--- src/rtl/cdg_pkg.sv ---
package cdg_pkg;
  parameter int DIV_W   = 4;
  localparam int DIV_LSB = 4;
  localparam int EN_BIT  = DIV_LSB + DIV_W;
  localparam int ST_BIT  = EN_BIT + 1;

  typedef struct packed {
    logic             en;
    logic [DIV_W-1:0] div_m;
  } cfg_t;
endpackage

--- src/rtl/cdg_regs.sv ---
module cdg_regs
  import cdg_pkg::*;
#(
  parameter int DATA_W = 32
) (
  input  logic              clk_i,
  input  logic              rst_i,
  input  logic              we_i,
  input  logic [DATA_W-1:0] wdata_i,
  input  logic              busy_i,
  output cfg_t              cfg_o,
  output logic [DATA_W-1:0] rdata_o
);
  cfg_t cfg_q;

  always_ff @(posedge clk_i) begin
    if (rst_i) begin
      cfg_q <= '0;
    end else if (we_i) begin
      cfg_q.en    <= wdata_i[EN_BIT];
      cfg_q.div_m <= wdata_i[EN_BIT-1:DIV_LSB];
    end
  end

  always_comb begin
    rdata_o                     = '0;
    rdata_o[EN_BIT-1:DIV_LSB]   = cfg_q.div_m;
    rdata_o[EN_BIT]             = cfg_q.en;
    rdata_o[ST_BIT]             = cfg_q.en | busy_i;
  end

  assign cfg_o = cfg_q;

  wire unused_bits = ^{wdata_i[DATA_W-1:ST_BIT], wdata_i[DIV_LSB-1:0]};

  // an accepted write lands in the enable bit on the next cycle
  assert_en_write_R2: assert property (@(posedge clk_i) disable iff (rst_i)
    we_i |=> (cfg_q.en == $past(wdata_i[EN_BIT])));
endmodule

--- src/rtl/cdg_counter.sv ---
module cdg_counter
  import cdg_pkg::*;
(
  input  logic             clk_i,
  input  logic             rst_i,
  input  logic             en_i,
  input  logic [DIV_W-1:0] div_m_i,
  output logic             div_q_o,
  output logic             run_o,
  output logic             act1_o
);
  logic [DIV_W-1:0] cnt_q, act_m_q, cnt_inc, half_m;
  logic             run_q, div_q, bnd, nxt_high;

  assign cnt_inc  = cnt_q + {{(DIV_W-1){1'b0}}, 1'b1};
  assign half_m   = act_m_q >> 1;
  assign bnd      = (cnt_q == act_m_q);
  assign nxt_high = bnd | (cnt_inc <= half_m);

  always_ff @(posedge clk_i) begin
    if (rst_i) begin
      run_q   <= 1'b0;
      div_q   <= 1'b0;
      cnt_q   <= '0;
      act_m_q <= '0;
    end else if (!run_q) begin
      cnt_q <= '0;
      div_q <= 1'b0;
      if (en_i) begin
        run_q   <= 1'b1;
        act_m_q <= div_m_i;
        div_q   <= (div_m_i != '0);
      end
    end else if (!en_i && (!div_q || !nxt_high)) begin
      run_q <= 1'b0;
      div_q <= 1'b0;
      cnt_q <= '0;
    end else if (bnd) begin
      cnt_q   <= '0;
      act_m_q <= div_m_i;
      div_q   <= (div_m_i != '0);
    end else begin
      cnt_q <= cnt_inc;
      div_q <= (cnt_inc <= half_m);
    end
  end

  assign div_q_o = div_q;
  assign run_o   = run_q;
  assign act1_o  = (act_m_q == '0);

  // once disabled with the output low, the run ends on the next edge
  assert_stop_low_R6: assert property (@(posedge clk_i) disable iff (rst_i)
    (run_q && !en_i && !div_q) |=> !run_q);
  // a stopped, disabled divider stays quiet
  assert_idle_quiet_R9: assert property (@(posedge clk_i) disable iff (rst_i)
    (!run_q && !en_i) |=> (!run_q && !div_q));
  // a high phase always begins at the first cycle of a period
  assert_period_start_R4: assert property (@(posedge clk_i) disable iff (rst_i)
    $rose(div_q) |-> (cnt_q == '0));
endmodule

--- src/rtl/cdg_gate.sv ---
module cdg_gate (
  input  logic clk_i,
  input  logic rst_i,
  input  logic run_i,
  input  logic act1_i,
  input  logic div_q_i,
  output logic gate_o,
  output logic clk_o
);
  logic gate_q;

  always_ff @(negedge clk_i) begin
    if (rst_i) gate_q <= 1'b0;
    else       gate_q <= run_i & act1_i;
  end

  assign gate_o = gate_q;
  assign clk_o  = act1_i ? (clk_i & gate_q) : div_q_i;

  // the pass-through gate opens only for a running divide-by-1
  assert_gate_open_R5: assert property (@(negedge clk_i) disable iff (rst_i)
    $rose(gate_q) |-> $past(run_i));
endmodule

--- src/rtl/clkout_divgate.sv ---
module clkout_divgate
  import cdg_pkg::*;
#(
  parameter int DATA_W = 32
) (
  input  logic              clk_i,
  input  logic              rst_i,
  input  logic              cfg_we_i,
  input  logic [DATA_W-1:0] cfg_wdata_i,
  output logic [DATA_W-1:0] cfg_rdata_o,
  output logic              clk_o
);
  cfg_t cfg;
  logic div_q, run, act1, gate;

  cdg_regs #(.DATA_W(DATA_W)) u_regs (
    .clk_i   (clk_i),
    .rst_i   (rst_i),
    .we_i    (cfg_we_i),
    .wdata_i (cfg_wdata_i),
    .busy_i  (run | gate),
    .cfg_o   (cfg),
    .rdata_o (cfg_rdata_o)
  );

  cdg_counter u_cnt (
    .clk_i   (clk_i),
    .rst_i   (rst_i),
    .en_i    (cfg.en),
    .div_m_i (cfg.div_m),
    .div_q_o (div_q),
    .run_o   (run),
    .act1_o  (act1)
  );

  cdg_gate u_gate (
    .clk_i   (clk_i),
    .rst_i   (rst_i),
    .run_i   (run),
    .act1_i  (act1),
    .div_q_i (div_q),
    .gate_o  (gate),
    .clk_o   (clk_o)
  );

  // an inactive flag means the pin is held low
  assert_quiet_when_idle_R7: assert property (@(posedge clk_i) disable iff (rst_i)
    !cfg_rdata_o[ST_BIT] |-> !clk_o);
endmodule

--- config.mk ---
export PLATFORM = sky130hd
export DESIGN_NAME = clkout_divgate
export DESIGN_NICKNAME = d
export VERILOG_FILES = /design/src/rtl/cdg_pkg.sv /design/src/rtl/cdg_regs.sv /design/src/rtl/cdg_counter.sv /design/src/rtl/cdg_gate.sv /design/src/rtl/clkout_divgate.sv
export SDC_FILE = /design/constraint.sdc
export NUM_CORES = 1
export LEC_CHECK = 0
export BUFFER_PORTS_ARGS = -buffer_cell sky130_fd_sc_hd__buf_2
export CORE_ASPECT_RATIO = 0.75
export CORE_MARGIN = 4
export CORE_UTILIZATION = 43
export DETAILED_ROUTE_END_ITERATION = 7
export MAX_ROUTING_LAYER = met4
export PLACE_DENSITY = 0.79
export RECOVER_POWER = 100
export REMOVE_ABC_BUFFERS = 1
export SLEW_MARGIN = 5
export SYNTH_ARGS = -nofsm -noshare
export SYNTH_HDL_FRONTEND = slang
export SYNTH_HIERARCHICAL = 1
export SYNTH_SLANG_ARGS = --single-unit
--- constraint.sdc ---
create_clock -name clk_i -period 2.38 [get_ports clk_i]
set_clock_uncertainty 0.05 [all_clocks]
set_input_delay 0.476 -clock clk_i [delete_from_list [all_inputs] [get_ports clk_i]]
set_output_delay 0.476 -clock clk_i [all_outputs]
set_load 0.05 [all_outputs]
# Word level (Yosys, flattened, before mapping)
# Index checks and enable logic that the tools add are counted.
# totals
word_cells	40
out_inout_bits	33
register_bits	16
inputBits	35
# classes
eq_ne	3
n_addsub	1
bitwise_logic	6
muxes	12
n_lt_le_gt_ge	1
reduce_logical	10
# op_table
cell	n
2-to-1 mux 4 bit	4
2-to-1 mux 1 bit	8
adder 4 x 1 -> 4 bit, second input constant	1
== test 4 bit	1
<= comparator 4 x 3 -> 1 bit	1
logical NOT 4 bit	1
!= test 2 bit, second input constant	2
nonzero test 4 bit	1
OR reduction 4 bit	1
logical NOT 1 bit	3
bitwise OR 1 bit	3
AND reduction 3 bit	1
AND 1 bit	2
nonzero test 2 bit	1
logical AND 1 bit	1
logical OR 1 bit	1
inverter 1 bit	1

# Logic depth before layout (Yosys ltp)
# Gate-level depths: netlist of run 1.
# depth
word_depth	8
depth_mapped	8
mapped_depth_nobuf	8

# By module
# Netlist of run 1, hierarchy kept.
# modules_own_cells
mod	cells_each	seq_area_each_um2	instances	area_each_um2
cdg_counter	79	200.2	1	668.1
cdg_regs	49	100.1	1	422.9
cdg_gate	7	20.0	1	45.0
clkout_divgate	1	0.0	1	6.3

==> metrics.txt, run 1 <==
failing checks setup timing; Core Area 2420 µm²; total gr overflow 0; worst endpoint required time 1.85 ns; CTS tree done; Tightest Pin Transition 0.599 ns; dpl ws -0.311 ns; delay of the slowest critical-path stage 0.30 ns; Max Cap Violations 0; Die X 67.5 µm; fin. max-slew vios 0; cell taking the most area after synthesis dfxtp_1; Post-Syn Area 1140 µm²; Top Ports 68; Initial Util 0.472; # Post-CTS Setup Buffers 0; drt drc 0; Clock Power Share 0.362; # placed instances 178; routability cong. 0.786; Fillers 228; Synth cell types 31; worst hold path class primary input to register; Avg Inst Size Synth 8.40 µm²; Global Route Usage Sum 0.141; ranking of synthesized cells by area dfxtp_1, buf_4, nand2b_1; drt wl/cell 12.2 µm; commonest non-fill, non-tap cell in the layout conb_1; DR vias 909; number of global-route vias before repair 857; worst r2r path cells 4; outcome complete, but fails checks; Int Pwr 465 µW; Seq/Total Area, Yosys 0.280; Final Cell Area 1180 µm²; final setup vio count 3; routed wl met3 128 µm; First-pass DRT Iterations 4; Syn. warnings 6; most frequent cells in the layout conb_1, dfxtp_1, nor2_1; Max VDD drop 389 µV; Initial DRC Count 26; Synth Instances 136; Core Rows 15; crit path launch type register; largest net degree at the start of global routing 19; final WL 2250 µm; Final nets 191; Slowest cell on crit path dfxtp_1; antenna viol nets, final 0; critical path class register to output port; overall die height 52.6 µm; Leak Pwr 0.000506 µW; register share of total power 0.385; Hold Fails Final Rpt 0; first-pass GRT wire length 3580 µm; wire length on met2 1100 µm; Antenna Cells 0; peak fanout along the critical path 2; HPWL after DPL 1730 µm; Crit. End Element output port; initial antenna violation count 0; fin cells 185; #FFs+latches synth 16; DR top layer met4; Logic pwr share 0.253; Clock Latency Late Sink 0.40 ns; switch share 0.376; setup TNS -1.20 ns; Via density 4.91; port bufs 14; full die area 3550 µm²; arrival time at the worst endpoint 2.56 ns; share of the synthesized area in the top cell type 0.280; P_sw 280 µW; dpl cell area 1120 µm²; WHS Path Cells 3; relative slew slack 0.603; cts hold-fix bufs 0; PD cells 631 nW/µm²; share of cells above drive strength 1 0.159; area growth from synthesis to layout 3.18%; CP Cell Sequence or2_1 -> or2_4 -> buf_8; Final WS setup -0.708 ns; RSZ-0062 raised after global routing yes; clk slew on worst S/H paths 0.10 ns; metal1 wirelength 974 µm
==> cell families (layout without fill, tap and decap cells) <==
| group | after synthesis | count (layout) | share of synthesized area |
|---|---|---|---|
| XOR/XNOR | 6 | 6 | 0.0526 |
| AO/OA/AOI/OAI | 20 | 20 | 0.131 |
| other | 1 | 26 | 0.00328 |
| buffers and inverters | 42 | 32 | 0.250 |
| multiplexers | 5 | 5 | 0.0438 |
| AND/OR/NAND/NOR | 42 | 42 | 0.195 |
| adder cells (fa/ha/maj) | 4 | 4 | 0.0438 |
| flip-flops | 16 | 16 | 0.280 |
==> critical path, delay by kind of cell (launching register included) <==
| family | cells | cell delay, ns |
|---|---|---|
| and+or+nand+nor | 2 | 0.46 |
| buffers and inverters | 1 | 0.15 |
| DFF | 1 | 0.30 |
==> power by group through the flow <==
stage / Clock (µW) / Sequential (µW) / Combinational [µW]
CTS: 277 / 287 / 190
finish: 269 / 287 / 188
floorplan: 9.72 / 308 / 135
detailed placement: 10.4 / 293 / 184
global placement: 10.4 / 292 / 181
global route: 289 / 289 / 199
==> cells in the mapped netlist <==
master,number
buf_6,1
inv_1,8
a211oi_2,1
ha_1,4
or3_1,4
nor2b_1,1
or2_1,1
nor4_1,2
xor2_2,1
a2111oi_1,3
clkbuf_1,1
mux2i_1,5
nand2_1,4
buf_4,32
a21oi_1,2
or2b_1,1
nand2b_1,9
or4_1,1
nand4_2,1
nand3_1,3
conb_1,1
o21ai_0,6
dfxtp_1,16
o211ai_2,1
a31oi_1,1
xnor2_1,5
nor2_1,14
o21ai_1,1
a311oi_1,1
o311ai_1,4
or2_2,1
==> registers in the layout, summed over array words and instances, names as in the netlist <==
name,cells
u_cnt/run_o,1
u_cnt/act_m_q,4
u_cnt/cnt_q,4
u_cnt/div_q_o,1
u_gate/gate_o,1
u_regs/cfg_o,5
==> stage by stage <==
step	power (µW)	hold slack [ns]	util
after global placement	484	0.471	0.461
after floorplan	453	0.446	-
after CTS	754	0.251	0.493
after global routing	776	0.279	0.487
after detailed placement	487	0.482	0.461
final	744	0.257	0.487
==> metal layers <==
metal,up-vias,global-route usage
li1,438,-
met1,431,0.155
met2,31,0.216
met3,9,0.0429
met4,0,0.101
met5,-,-
==> final cells by class <==
type,count,area (µm²),area share
multi-input cells,103,627,0.532
inverters,7,26.3,0.0223
clock inverters,1,3.75,0.00318
repair buffers,16,88.8,0.0754
flip-flops and latches,16,320,0.272
well taps,34,42.5,0.0361
clock buffers,8,70.1,0.0594
==> worst paths after layout <==
check	start	to	slack (ns)
setup / recovery	u_gate/gate_o$_SDFF_NP0_	cfg_rdata_o[9]	-0.71
hold / removal	cfg_wdata_i[5]	u_regs/cfg_o[1]$_SDFFE_PP0P_	0.26
setup reg to reg	u_cnt/act_m_q[0]$_SDFFE_PP0P_	u_gate/gate_o$_SDFF_NP0_	0.07
hold reg to reg	u_regs/cfg_o[1]$_SDFFE_PP0P_	u_regs/cfg_o[1]$_SDFFE_PP0P_	0.50
==> timing repair <==
| action | in CTS | in global routing |
|---|---|---|
| resized for setup | 6 | 1 |
| endpoints found under the setup margin | 3 | 3 |
| pin swaps | 1 | 0 |
Note: power is estimated with default switching activity, not from simulation.
==> inputs of run 2 (changes only) <==
- BUFFER_PORTS_ARGS: -buffer_cell sky130_fd_sc_hd__buf_2 -> not set
- CORE_UTILIZATION: 43 -> 50
- DONT_BUFFER_PORTS: not set -> 1
- PLACE_DENSITY: 0.79 -> not set
- SYNTH_HIERARCHICAL: 1 -> not set
==> run 2 against run 1 <==
Against the previous run: critical endpoint unchanged; critical path depth decreased by 1; power rose by 67%; flip-flop and latch count unchanged; synthesized cell count down 14%; wire length fell by 9.3%; clock-buffer cell count fell by 1; clock power up 1%; sequential power rose by 15%; the run still ends with setup timing left.
==> metrics.txt, run 2 <==
Seq/Total Area, Yosys 0.291 (was 0.280); HPWL after DPL 1540 µm (was 1730 µm); Final WS setup -0.600 ns (was -0.708 ns); failing checks setup timing (unchanged); crit path launch type register (unchanged); First-pass DRT Iterations 4 (unchanged); share of the synthesized area in the top cell type 0.291 (was 0.280); reg-to-reg slack, setup -0.01 ns (was 0.07 ns); Post-Syn Area 1100 µm² (was 1140 µm²); commonest non-fill, non-tap cell in the layout conb_1 (unchanged); Tightest Pin Transition 1.26 ns (was 0.599 ns); crit-path leading delay family flip-flops (was simple AND/OR/NAND/NOR gates); Syn. warnings 0 (was 6); port bufs 0 (was 14); Hold Fails Final Rpt 0 (unchanged); post-route core utilization 0.549 (was 0.487); share of cells above drive strength 1 0.238 (was 0.159); Core Area 2050 µm² (was 2420 µm²); Global Route Usage Sum 0.141 (about the same); antenna viol nets, final 0 (unchanged); final WL 2040 µm (was 2250 µm); area of the multi-input gates 623 µm² (was 627 µm²); arrival time at the worst endpoint 2.45 ns (was 2.56 ns); Die X 62.2 µm (was 67.5 µm); Clock Latency Late Sink 0.40 ns (about the same); number of global-route vias before repair 671 (was 857); Synth cell types 30 (was 31); Via density 5.14 (was 4.91); fin. max-slew vios 0 (unchanged); Initial Util 0.538 (was 0.472); largest net degree at the start of global routing 13 (was 19); end of the worst hold path u_cnt.act_m_q[0]$_SDFFE_PP0P_ (was u_regs/cfg_o[1]$_SDFFE_PP0P_); r2r startpoint u_cnt.act_m_q[3]$_SDFFE_PP0P_ (was u_cnt/act_m_q[0]$_SDFFE_PP0P_); EDFF count, synth 0 (unchanged); Core Rows 14 (was 15); first-pass GRT wire length 3110 µm (was 3580 µm); most frequent cells in the layout conb_1, dfxtp_1, mux2i_1 (was conb_1, dfxtp_1, nor2_1); most frequent cell after synthesis buf_4 (unchanged); delay of the slowest critical-path stage 0.31 ns (was 0.30 ns); peak fanout along the critical path 2 (unchanged); critical path class register to output port (unchanged); drt wl/cell 13.3 µm (was 12.2 µm); relative slew slack 0.150 (was 0.603); Initial DRC Count 18 (was 26); DR vias 791 (was 909); Reg2Reg Capture Point u_cnt.act_m_q[1]$_SDFFE_PP0P_ (was u_gate/gate_o$_SDFF_NP0_); full die area 3030 µm² (was 3550 µm²); hold_sp rst_i (was cfg_wdata_i[5]); Max Cap Violations 0 (unchanged); Crit. End Element output port (unchanged); max FFs per register 5 (unchanged); clk slew on worst S/H paths 0.10 ns (about the same); Final nets 170 (was 191); CTS tree done (unchanged); drt drc 0 (unchanged); area growth from synthesis to layout 2.04% (was 3.18%); final setup vio count 5 (was 3); WHS Path Cells 1 (was 3); #FFs+latches synth 16 (unchanged); worst hold path class primary input to register (unchanged); overall die height 48.7 µm (was 52.6 µm); worst r2r path cells 6 (was 4); outcome complete, but fails checks (unchanged); PD cells 1110 nW/µm² (was 631 nW/µm²); cell taking the most area after synthesis dfxtp_1 (unchanged); Fillers 200 (was 228); RSZ-0062 raised after global routing yes (unchanged); Synth Instances 117 (was 136); total gr overflow 0 (unchanged); ranking of synthesized cells by area dfxtp_1, buf_4, mux2i_1 (was dfxtp_1, buf_4, nand2b_1); Top Ports 68 (unchanged); prevailing post-synth register cell dfxtp_1 (unchanged); CP Cell Sequence or3_1 -> buf_6 (was or2_1 -> or2_4 -> buf_8); commonest cells in the synthesized netlist buf_4, dfxtp_1, mux2i_1 (was buf_4, dfxtp_1, nor2_1); routability cong. 0.737 (was 0.786); Synth async-reset ratio 0 (unchanged); Register Area 322 µm² (was 320 µm²); worst endpoint required time 1.85 ns (about the same); Avg Inst Size Synth 9.42 µm² (was 8.40 µm²); initial antenna violation count 0 (unchanged); Bufs and invs on worst path 1 (unchanged); Antenna Cells 0 (unchanged); Slowest cell on crit path dfxtp_2 (was dfxtp_1); Hold WS 0.0747 ns (was 0.257 ns); Leak Pwr 0.000529 µW (was 0.000506 µW); Max VDD drop 697 µV (was 389 µV)
-- run 2: changes by cell type in the layout (fill, tap and decap cells not counted), moves of 5 or more --
cell / delta
buf_2: -8
nor2_2: +5
xor2_1: +6
nand2b_1: -7
xnor2_1: -5
nor2_1: -7
-- run 2: worst max-delay path by stage --
stage	endpoint	cells past startpoint	slack, ns	from
after floorplan	clk_o	2	-0.76	u_gate.gate_o$_SDFF_NP0_
after global placement	clk_o	2	-0.77	u_gate.gate_o$_SDFF_NP0_
after detailed placement	clk_o	2	-0.78	u_gate.gate_o$_SDFF_NP0_
after CTS	cfg_rdata_o[9]	2	-0.61	u_gate.gate_o$_SDFF_NP0_
after global routing	cfg_rdata_o[9]	2	-0.64	u_gate.gate_o$_SDFF_NP0_
final	cfg_rdata_o[9]	2	-0.60	u_gate.gate_o$_SDFF_NP0_
-- run 2: what timing repair did --
item / 4_1_cts / 5_1_grt
hold buffers: 0 / 0
endpoints found under the setup margin: 4 / 4
buffers inserted: 0 / 0
resized for setup: 6 / 1
pin swaps: 0 / 0
-- run 2: final cells by class --
cell class | instances | share of cell area
Clock buffer | 7 | 0.0523
Sequential cell | 16 | 0.286
Multi-Input combinational cell | 89 | 0.554
Tap cell | 24 | 0.0267
Timing Repair Buffer | 11 | 0.0578
Inverter | 6 | 0.0200
Clock inverter | 1 | 0.00334
-- run 2: cell families after synthesis --
kind of cell               synth area share
buffers and inverters                 0.225
and+or+nand+nor                       0.131
AOI/OAI and AO/OA                     0.135
DFF                                   0.291
muxes                                 0.123
xor gates and xnor gates             0.0477
adders and majority gates            0.0454
other                               0.00340
-- run 2: per-stage QoR --
| step | TNS (ns) | std cells | setup WS [ns] | area [µm²] | power [µW] |
|---|---|---|---|---|---|
| 4_1_cts | -1.16 | 154 | -0.609 | 1160 | 1300 |
| 5_1_grt | -1.87 | 154 | -0.643 | 1120 | 1320 |
| 3_5_place_dp | -0.927 | 147 | -0.776 | 1090 | 1010 |
| 6_report | -1.15 | 154 | -0.600 | 1120 | 1240 |
| 2_1_floorplan | -0.934 | 112 | -0.765 | 975 | 857 |
| 3_3_place_gp | -0.904 | 147 | -0.767 | 1090 | 995 |
-- run 2: metal layers --
layer  GRT usage  part of all wire  vias up  routed length [µm]
met5           -                 0        -                   0
met4      0.0939             0.012        0                  25
met3      0.0903              0.13        5                 263
met2       0.172              0.44       46                 907
met1       0.164              0.41      363                 847
li1            -                 -      377                   -
-- run 2: power breakdown --
part / leakage [µW] / internal (µW) / switching, µW
Combinational: 0.000353 / 236 / 407
Clock: 0.0000450 / 153 / 120
Sequential: 0.000131 / 308 / 21.8
Total: 0.000529 / 697 / 548
